`config.mk`:
```
export PLATFORM = sky130hd
export DESIGN_NAME = ontime_clamp
export DESIGN_NICKNAME = d
export VERILOG_FILES = /design/src/rtl/ontime_clamp_pkg.sv /design/src/rtl/otc_side_timer.sv /design/src/rtl/otc_evt_merge.sv /design/src/rtl/ontime_clamp.sv
export SDC_FILE = /design/constraint.sdc
export NUM_CORES = 1
export LEC_CHECK = 0
export CAP_MARGIN = 20
export CORE_MARGIN = 4
export CORE_UTILIZATION = 48
export DETAILED_ROUTE_END_ITERATION = 12
export DONT_BUFFER_PORTS = 1
export PLACE_DENSITY = 0.67
export SYNTH_ARGS = -nofsm -noshare
export SYNTH_HDL_FRONTEND = slang
export SYNTH_SLANG_ARGS = --single-unit
```
`constraint.sdc`:
```
create_clock -name clk -period 5.85 [get_ports clk]
set_input_delay 1.4625 -clock clk [delete_from_list [all_inputs] [get_ports clk]]
set_output_delay 1.4625 -clock clk [all_outputs]
set_load 0.01 [all_outputs]
```
`src/rtl/ontime_clamp_pkg.sv`:
```
package ontime_clamp_pkg;
    localparam int NUM_SIDES = 2;
    localparam int SIDE_PRI  = 0;
    localparam int SIDE_SEC  = 1;
endpackage

```
`src/rtl/otc_side_timer.sv`:
```
module otc_side_timer #(
    parameter int CNT_W = 10
) (
    input  logic             clk,
    input  logic             rst_n,
    input  logic             req,
    input  logic             rival_req,
    input  logic             ilim_hit,
    input  logic [CNT_W-1:0] limit,
    input  logic             clamp_dis,
    output logic             en,
    output logic             timeout_pulse
);
    localparam logic [CNT_W-1:0] CNT_MAX = '1;
    localparam logic [CNT_W-1:0] CNT_ONE = CNT_W'(1);

    typedef struct packed {
        logic             req_prev;
        logic             en;
        logic             evt;
        logic [CNT_W-1:0] cnt;
    } side_st_t;

    side_st_t st_d, st_q;

    logic start_edge, soft_stop, expired;

    always_comb begin
        start_edge = req && !st_q.req_prev && !rival_req;
        soft_stop  = !req || rival_req || ilim_hit;
        expired    = !clamp_dis && (st_q.cnt >= limit);

        st_d          = st_q;
        st_d.req_prev = req;
        st_d.evt      = 1'b0;
        if (st_q.en) begin
            if (soft_stop) begin
                st_d.en  = 1'b0;
                st_d.cnt = '0;
            end else if (expired) begin
                st_d.en  = 1'b0;
                st_d.cnt = '0;
                st_d.evt = 1'b1;
            end else if (st_q.cnt != CNT_MAX) begin
                st_d.cnt = st_q.cnt + CNT_ONE;
            end
        end else if (start_edge) begin
            st_d.en  = 1'b1;
            st_d.cnt = CNT_ONE;
        end
    end

    always_ff @(posedge clk) begin
        if (!rst_n) begin
            st_q <= '0;
        end else begin
            st_q <= st_d;
        end
    end

    assign en            = st_q.en;
    assign timeout_pulse = st_q.evt;
endmodule

```
`src/rtl/otc_evt_merge.sv`:
```
module otc_evt_merge #(
    parameter int N = 2
) (
    input  logic [N-1:0] evt_in,
    output logic         evt_out
);
    assign evt_out = |evt_in;
endmodule

```
`src/rtl/ontime_clamp.sv`:
```
module ontime_clamp
    import ontime_clamp_pkg::*;
#(
    parameter int CNT_W = 10
) (
    input  logic             clk,
    input  logic             rst_n,
    input  logic             pri_req,
    input  logic             sec_req,
    input  logic             ilim_hit,
    input  logic [CNT_W-1:0] pri_limit,
    input  logic [CNT_W-1:0] sec_limit,
    input  logic             pri_clamp_dis,
    input  logic             sec_clamp_dis,
    output logic             pri_en,
    output logic             sec_en,
    output logic             clamp_evt
);
    logic [NUM_SIDES-1:0]            req_v, dis_v, en_v, evt_v;
    logic [NUM_SIDES-1:0][CNT_W-1:0] lim_v;

    assign req_v[SIDE_PRI] = pri_req;
    assign req_v[SIDE_SEC] = sec_req;
    assign dis_v[SIDE_PRI] = pri_clamp_dis;
    assign dis_v[SIDE_SEC] = sec_clamp_dis;
    assign lim_v[SIDE_PRI] = pri_limit;
    assign lim_v[SIDE_SEC] = sec_limit;

    for (genvar s = 0; s < NUM_SIDES; s++) begin : g_side
        otc_side_timer #(.CNT_W(CNT_W)) u_timer (
            .clk          (clk),
            .rst_n        (rst_n),
            .req          (req_v[s]),
            .rival_req    (req_v[NUM_SIDES-1-s]),
            .ilim_hit     (ilim_hit),
            .limit        (lim_v[s]),
            .clamp_dis    (dis_v[s]),
            .en           (en_v[s]),
            .timeout_pulse(evt_v[s])
        );
    end

    otc_evt_merge #(.N(NUM_SIDES)) u_merge (
        .evt_in (evt_v),
        .evt_out(clamp_evt)
    );

    assign pri_en = en_v[SIDE_PRI];
    assign sec_en = en_v[SIDE_SEC];
endmodule

```
---- Word level (Yosys, flattened, before mapping) ----
Index checks and enable logic that the tools add are counted.
cells by class
  equality and inequality tests ........... 4
  $add $sub $neg .......................... 2
  bitwise gates (word level) .............. 3
  reductions and logical operators ........ 23
  magnitude comparators ................... 2
  mux-type cells .......................... 18
operators by type and width
  operator                 number
  $mux W10                 10
  $add A10 B1 Y10 const B  2
  $ge A10 B10 Y1           2
  $ne A10 B10 Y1 const B   2
  $ne A4 B4 Y1 const B     2
  $logic_and A1 B1 Y1      6
  $logic_not A1 Y1         6
  $mux W1                  6
  $reduce_or A3 Y1         2
  $logic_or A1 B1 Y1       4
  $mux W2                  2
  $reduce_and A2 Y1        2
  $reduce_bool A2 Y1       2
  $not A1 Y1               3
  $reduce_or A2 Y1         1
word-level totals
  word-level logic and storage cells ...... 60
  bits in registers ....................... 26

---- Logic depth before layout (Yosys ltp) ----
  word-level depth ........................ 5
  mapped depth ............................ 9
  depth with buffers taken out ............ 8

---- Modules after synthesis ----
From an unflattened synthesis, not the netlist that was laid out.
unflattened totals
  cell total of the unflattened synthesis .. 251
  area total of the unflattened synthesis .. 1943.1 um2
by module, submodules not included
  module          cells each  times used  area an instance (um2)  seq. area each (um2)
  otc_side_timer  125         2           968.4                   260.2
  otc_evt_merge   1           1           6.3                     0.0

---- Least setup slack after synthesis ----
No wires, ideal clock.
  kind .................................... input port to flip-flop
  start point ............................. input port sec_limit[7]
  end point ............................... register g_side[1].u_timer.st_q[4] in the netlist's numbering
  library setup time ...................... 0.100 ns
  arrival time ............................ 2.909 ns
  slack ................................... 2.842 ns
  path buffers ............................ 0
  stages .................................. 8
  path through ............................ inv_1 > ha_1 > a211o_1 > a21oi_2 > o41ai_2 > o21ai_2 > a21oi_4 > a2111oi_4
between the ends
  cells in the longest elaborated chain, start to end .. 5
  elaborated cells on any way between the ends .. 7
  classes of those cells .................. 1 x order compare; 1 x eq/ne; 3 x mux; 2 x reduce/logical
RTL lines
  element                  line                  RTL
  start, declared          ontime_clamp.sv:12    input logic [CNT_W-1:0] sec_limit,
  $ge A10 B10 Y1 (*)       otc_side_timer.sv:31  expired = !clamp_dis && (st_q.cnt >= limit);
  $logic_and A1 B1 Y1 (*)  otc_side_timer.sv:31
  $mux W10                 otc_side_timer.sv:40  end else if (expired) begin
  $mux W10                 otc_side_timer.sv:37  if (soft_stop) begin
  $mux W10                 otc_side_timer.sv:36  if (st_q.en) begin
  end signal, assigned     otc_side_timer.sv:57  st_q <= st_d;
  end, declared            otc_side_timer.sv:24  side_st_t st_d, st_q;
Mark *: on every way between the ends. The rest lies on a longest branch, timed or not.
A chain may end at the register's enable or synchronous reset.

---- Worst setup path in the final report ----
  start point ............................. input port pri_limit[3]
  end point ............................... register g_side[0].u_timer.st_q[9] in the netlist's numbering
between the ends
  cells in the longest elaborated chain, start to end .. 5
  elaborated cells on any way between the ends .. 7
  classes of those cells .................. 1 x order compare; 1 x eq/ne; 3 x mux; 2 x reduce/logical
RTL lines
  element                  line                  RTL
  start, declared          ontime_clamp.sv:11    input logic [CNT_W-1:0] pri_limit,
  $ge A10 B10 Y1 (*)       otc_side_timer.sv:31
  $logic_and A1 B1 Y1 (*)  otc_side_timer.sv:31
  $mux W10                 otc_side_timer.sv:40
  $mux W10                 otc_side_timer.sv:37
  $mux W10                 otc_side_timer.sv:36
  end signal, assigned     otc_side_timer.sv:57
  end, declared            otc_side_timer.sv:24
Marks and branches as above.

==> results by group <==
Placed design
  – Setup WS pre-CTS: 2.61 ns
  – Port Buffers: 0
  – HPWL after detailed placement: roughly 2900 um
  – RePlAce Congestion: between 0.8 and 0.9
  – Placed cell area: 1920 um^2

Clock network
  – Post-cts resize count: 0
  – H-tree levels: 1
  – CTS max path bufs: 2
  – Clock sinks: 26
  – CTS tree: yes
  – Worst skew pair latency: 0.28 ns
  – Clock root buffer: clkbuf_8
  – Hold-fix buffers, CTS: 0
  – Setup Buffers After CTS: 0
  – CTS Buf Count: 3
  – Clock slew at reported path FFs: 0.10 ns

Die
  – Die ar.: 4990 um^2
  – Die height: 70.7 um
  – IO Pins: 30
  – Core box area: 3720 um^2
  – Std cell rows: 22
  – Starting Density: 50.7%
  – Die X-Extent: ~71 um

Critical path
  – Crit Path Category: input port to flop
  – Crit path capture type: flop
  – Req. time, crit path: 6.04 ns
  – RR Startpoint: g_side[0].u_timer.st_q[0]
  – Crit path DAT: about 3.2 ns
  – Reg2Reg Depth: 8
  – FF-to-FF End: g_side[0].u_timer.st_q[9]
  – CP startpoint kind: input port
  – Reg2reg setup slack: 3.59 ns
  – Crit-path max FO: 13

Yosys
  – Flops & latches, synth: 26
  – Area leader, netlist: dfxtp_1
  – Post-synthesis cell type count: 54
  – Synth async-reset ratio: 0%
  – Mapped cell area: between 1500 and 2000 um^2
  – Register area share after synthesis: approximately 28%
  – Post-synth top area share: 27.6%
  – Synthesized Nets: 274
  – Synth warnings: 0
  – Synth Area per Inst: 8.38 um^2
  – Post-synth top flop: dfxtp_1
  – Post-synth EDFFs: 0
  – Synth top area cells: dfxtp_1 (28%), ha_1 (15%), inv_1 (5.0%), nand2_1 (4.6%), o31ai_1 (3.6%)
  – Synthesized instance count: 225

STA
  – Setup_tns: 0 ns
  – Hold Fails Final Rpt: 0
  – Max Freq: roughly 340 MHz
  – Fin crit share: 50.7%
  – Slew @ Worst Pin: 0.871 ns
  – RSZ-0062 raised after global routing: no
  – Final setup fails: 0
  – Worst slew margin: 41.7%
  – Slew Limit Fails: 0
  – Setup Skew: between 0.008 and 0.009 ns
  – Final worst slack: 2.89 ns
  – Fin crit period: between 2 and 3 ns

Cells and area
  – Area taken by multi-input logic gates: ~1200 um^2
  – Sequential cell area: 520 um^2
  – Post-route cell area: approximately 2000 um^2
  – Fin nets: around 280
  – Post-layout util: between 50% and 60%
  – Antenna diodes: 0
  – Area grow syn2layout: 5.71%
  – Fillers: 354
  – Layout cell share with drive strength beyond 1: 9.33%

Routing
  – Vias/cell: 5.82
  – Drt drc: 0
  – Final ANT Viol Nets: 0
  – Average wire per standard cell: 13.7 um
  – DR iter-0 viols: 92
  – Pre-Repair DR Iteration Count: 4
  – Detailed-route via count: 1590
  – Routed WL: 3750 um

Power
  – Power Density: 186 nW/um^2
  – Peak VDD IR: between 0.0001 and 0.00015 V
  – LEAKAGE: 0.784 nW

Run status
  – Status: finished clean

Run
  – Max_cap viols: 0

Global routing
  – Vias in the first global route: 1369
  – First-pass GRT wire length: between 6000 and 7000 um
  – Initial antenna violation count: 0
  – Grt total ovfl: 0
  – Largest net degree at the start of global routing: 16
  – Total GRT Usage: 15.7%

Min path
  – Worst hold path depth: 2
  – HP Start: g_side[0].u_timer.st_q[4]
  – WHS Endpoint: g_side[0].u_timer.st_q[4]
  – Worst hold path type: flop to flop
## registers in the layout (all words and copies together), names as in the netlist
| register | count |
|---|---|
| g_side.u_timer.en | 2 |
| g_side.u_timer.st_q | 22 |
| g_side.u_timer.timeout_pulse | 2 |
## power breakdown
part	internal (mW)	total (mW)	switching [mW]	leakage (nW)
combinational	0.0140	0.0348	0.0208	0.537
sequential	0.180	0.183	0.00363	0.211
clock	0.0917	0.153	0.0609	0.0357
## synth_stat cells, types with 4 or more instances
cell type	number
a211oi_1	6
a21oi_1	10
a31oi_1	5
dfxtp_1	26
ha_1	22
inv_1	25
nand2_1	23
nand3_1	12
nor2_1	13
nor3_1	5
o21ai_0	4
o31ai_1	9
o32ai_1	6
## worst max path at each step
stage / end / start / depth (start not counted) / slack (ns)
after floorplan: g_side[1].u_timer.st_q[4] / sec_limit[7] / 8 / 2.84
after global placement: g_side[0].u_timer.st_q[6] / pri_limit[3] / 8 / 2.66
after detailed placement: g_side[0].u_timer.st_q[6] / pri_limit[3] / 8 / 2.61
after CTS: g_side[0].u_timer.st_q[6] / pri_limit[3] / 8 / 2.90
after global routing: g_side[0].u_timer.st_q[6] / pri_limit[0] / 7 / 2.71
final: g_side[0].u_timer.st_q[9] / pri_limit[3] / 8 / 2.89
## metrics by stage
stage	power, mW	instances	hold WS [ns]
floorplan	0.216	225	0.486
global placement	0.222	269	0.521
detailed placement	0.223	269	0.520
CTS	0.375	273	0.534
global route	0.387	273	0.549
finish	0.371	273	0.530
## cells by family (layout without fill, tap and decap cells)
family | count (synthesis) | after routing | synth area share (%)
buf+inv | 30 | 30 | 6.44
xor+xnor | 3 | 3 | 1.39
compound gates | 62 | 62 | 26.2
fa+ha+maj | 22 | 22 | 14.6
flops | 26 | 26 | 27.6
simple gates | 82 | 82 | 23.8
## layer usage
layer	part of all wire (%)	routed length, um	track usage (%)	up-vias
li1	-	-	-	833
met4	0.59	22	3.76	0
met3	4.6	174	4.12	2
met1	51	1910	23.1	723
met5	0	0	0	-
met2	44	1640	22.9	32
## cell type report
type,count,share of cell area (%)
clock buffers,3,2.07
clock inverters,1,1.51
inverters,26,4.90
multi-input cells,169,62.4
flip-flops and latches,26,26.1
well taps,48,3.01
## placed cells by master (no fill, tap or decap), drive strengths merged, types with 6 or more instances in the layout
cell	count
nand2	23
a211oi	6
a21oi	12
ha	22
nand3	12
o31ai	9
nor2	13
o32ai	6
nor3	6
inv	26
dfxtp	26
## critical path, cell delays in order
cell and delay, ns:
inv_1 0.02, ha_1 0.30, a211oi_1 0.24, nor2_1 0.08, a21oi_1 0.16, and4b_1 0.50, o31ai_1 0.14, a211oi_1 0.25
Note: power is estimated with default switching activity, not from simulation.
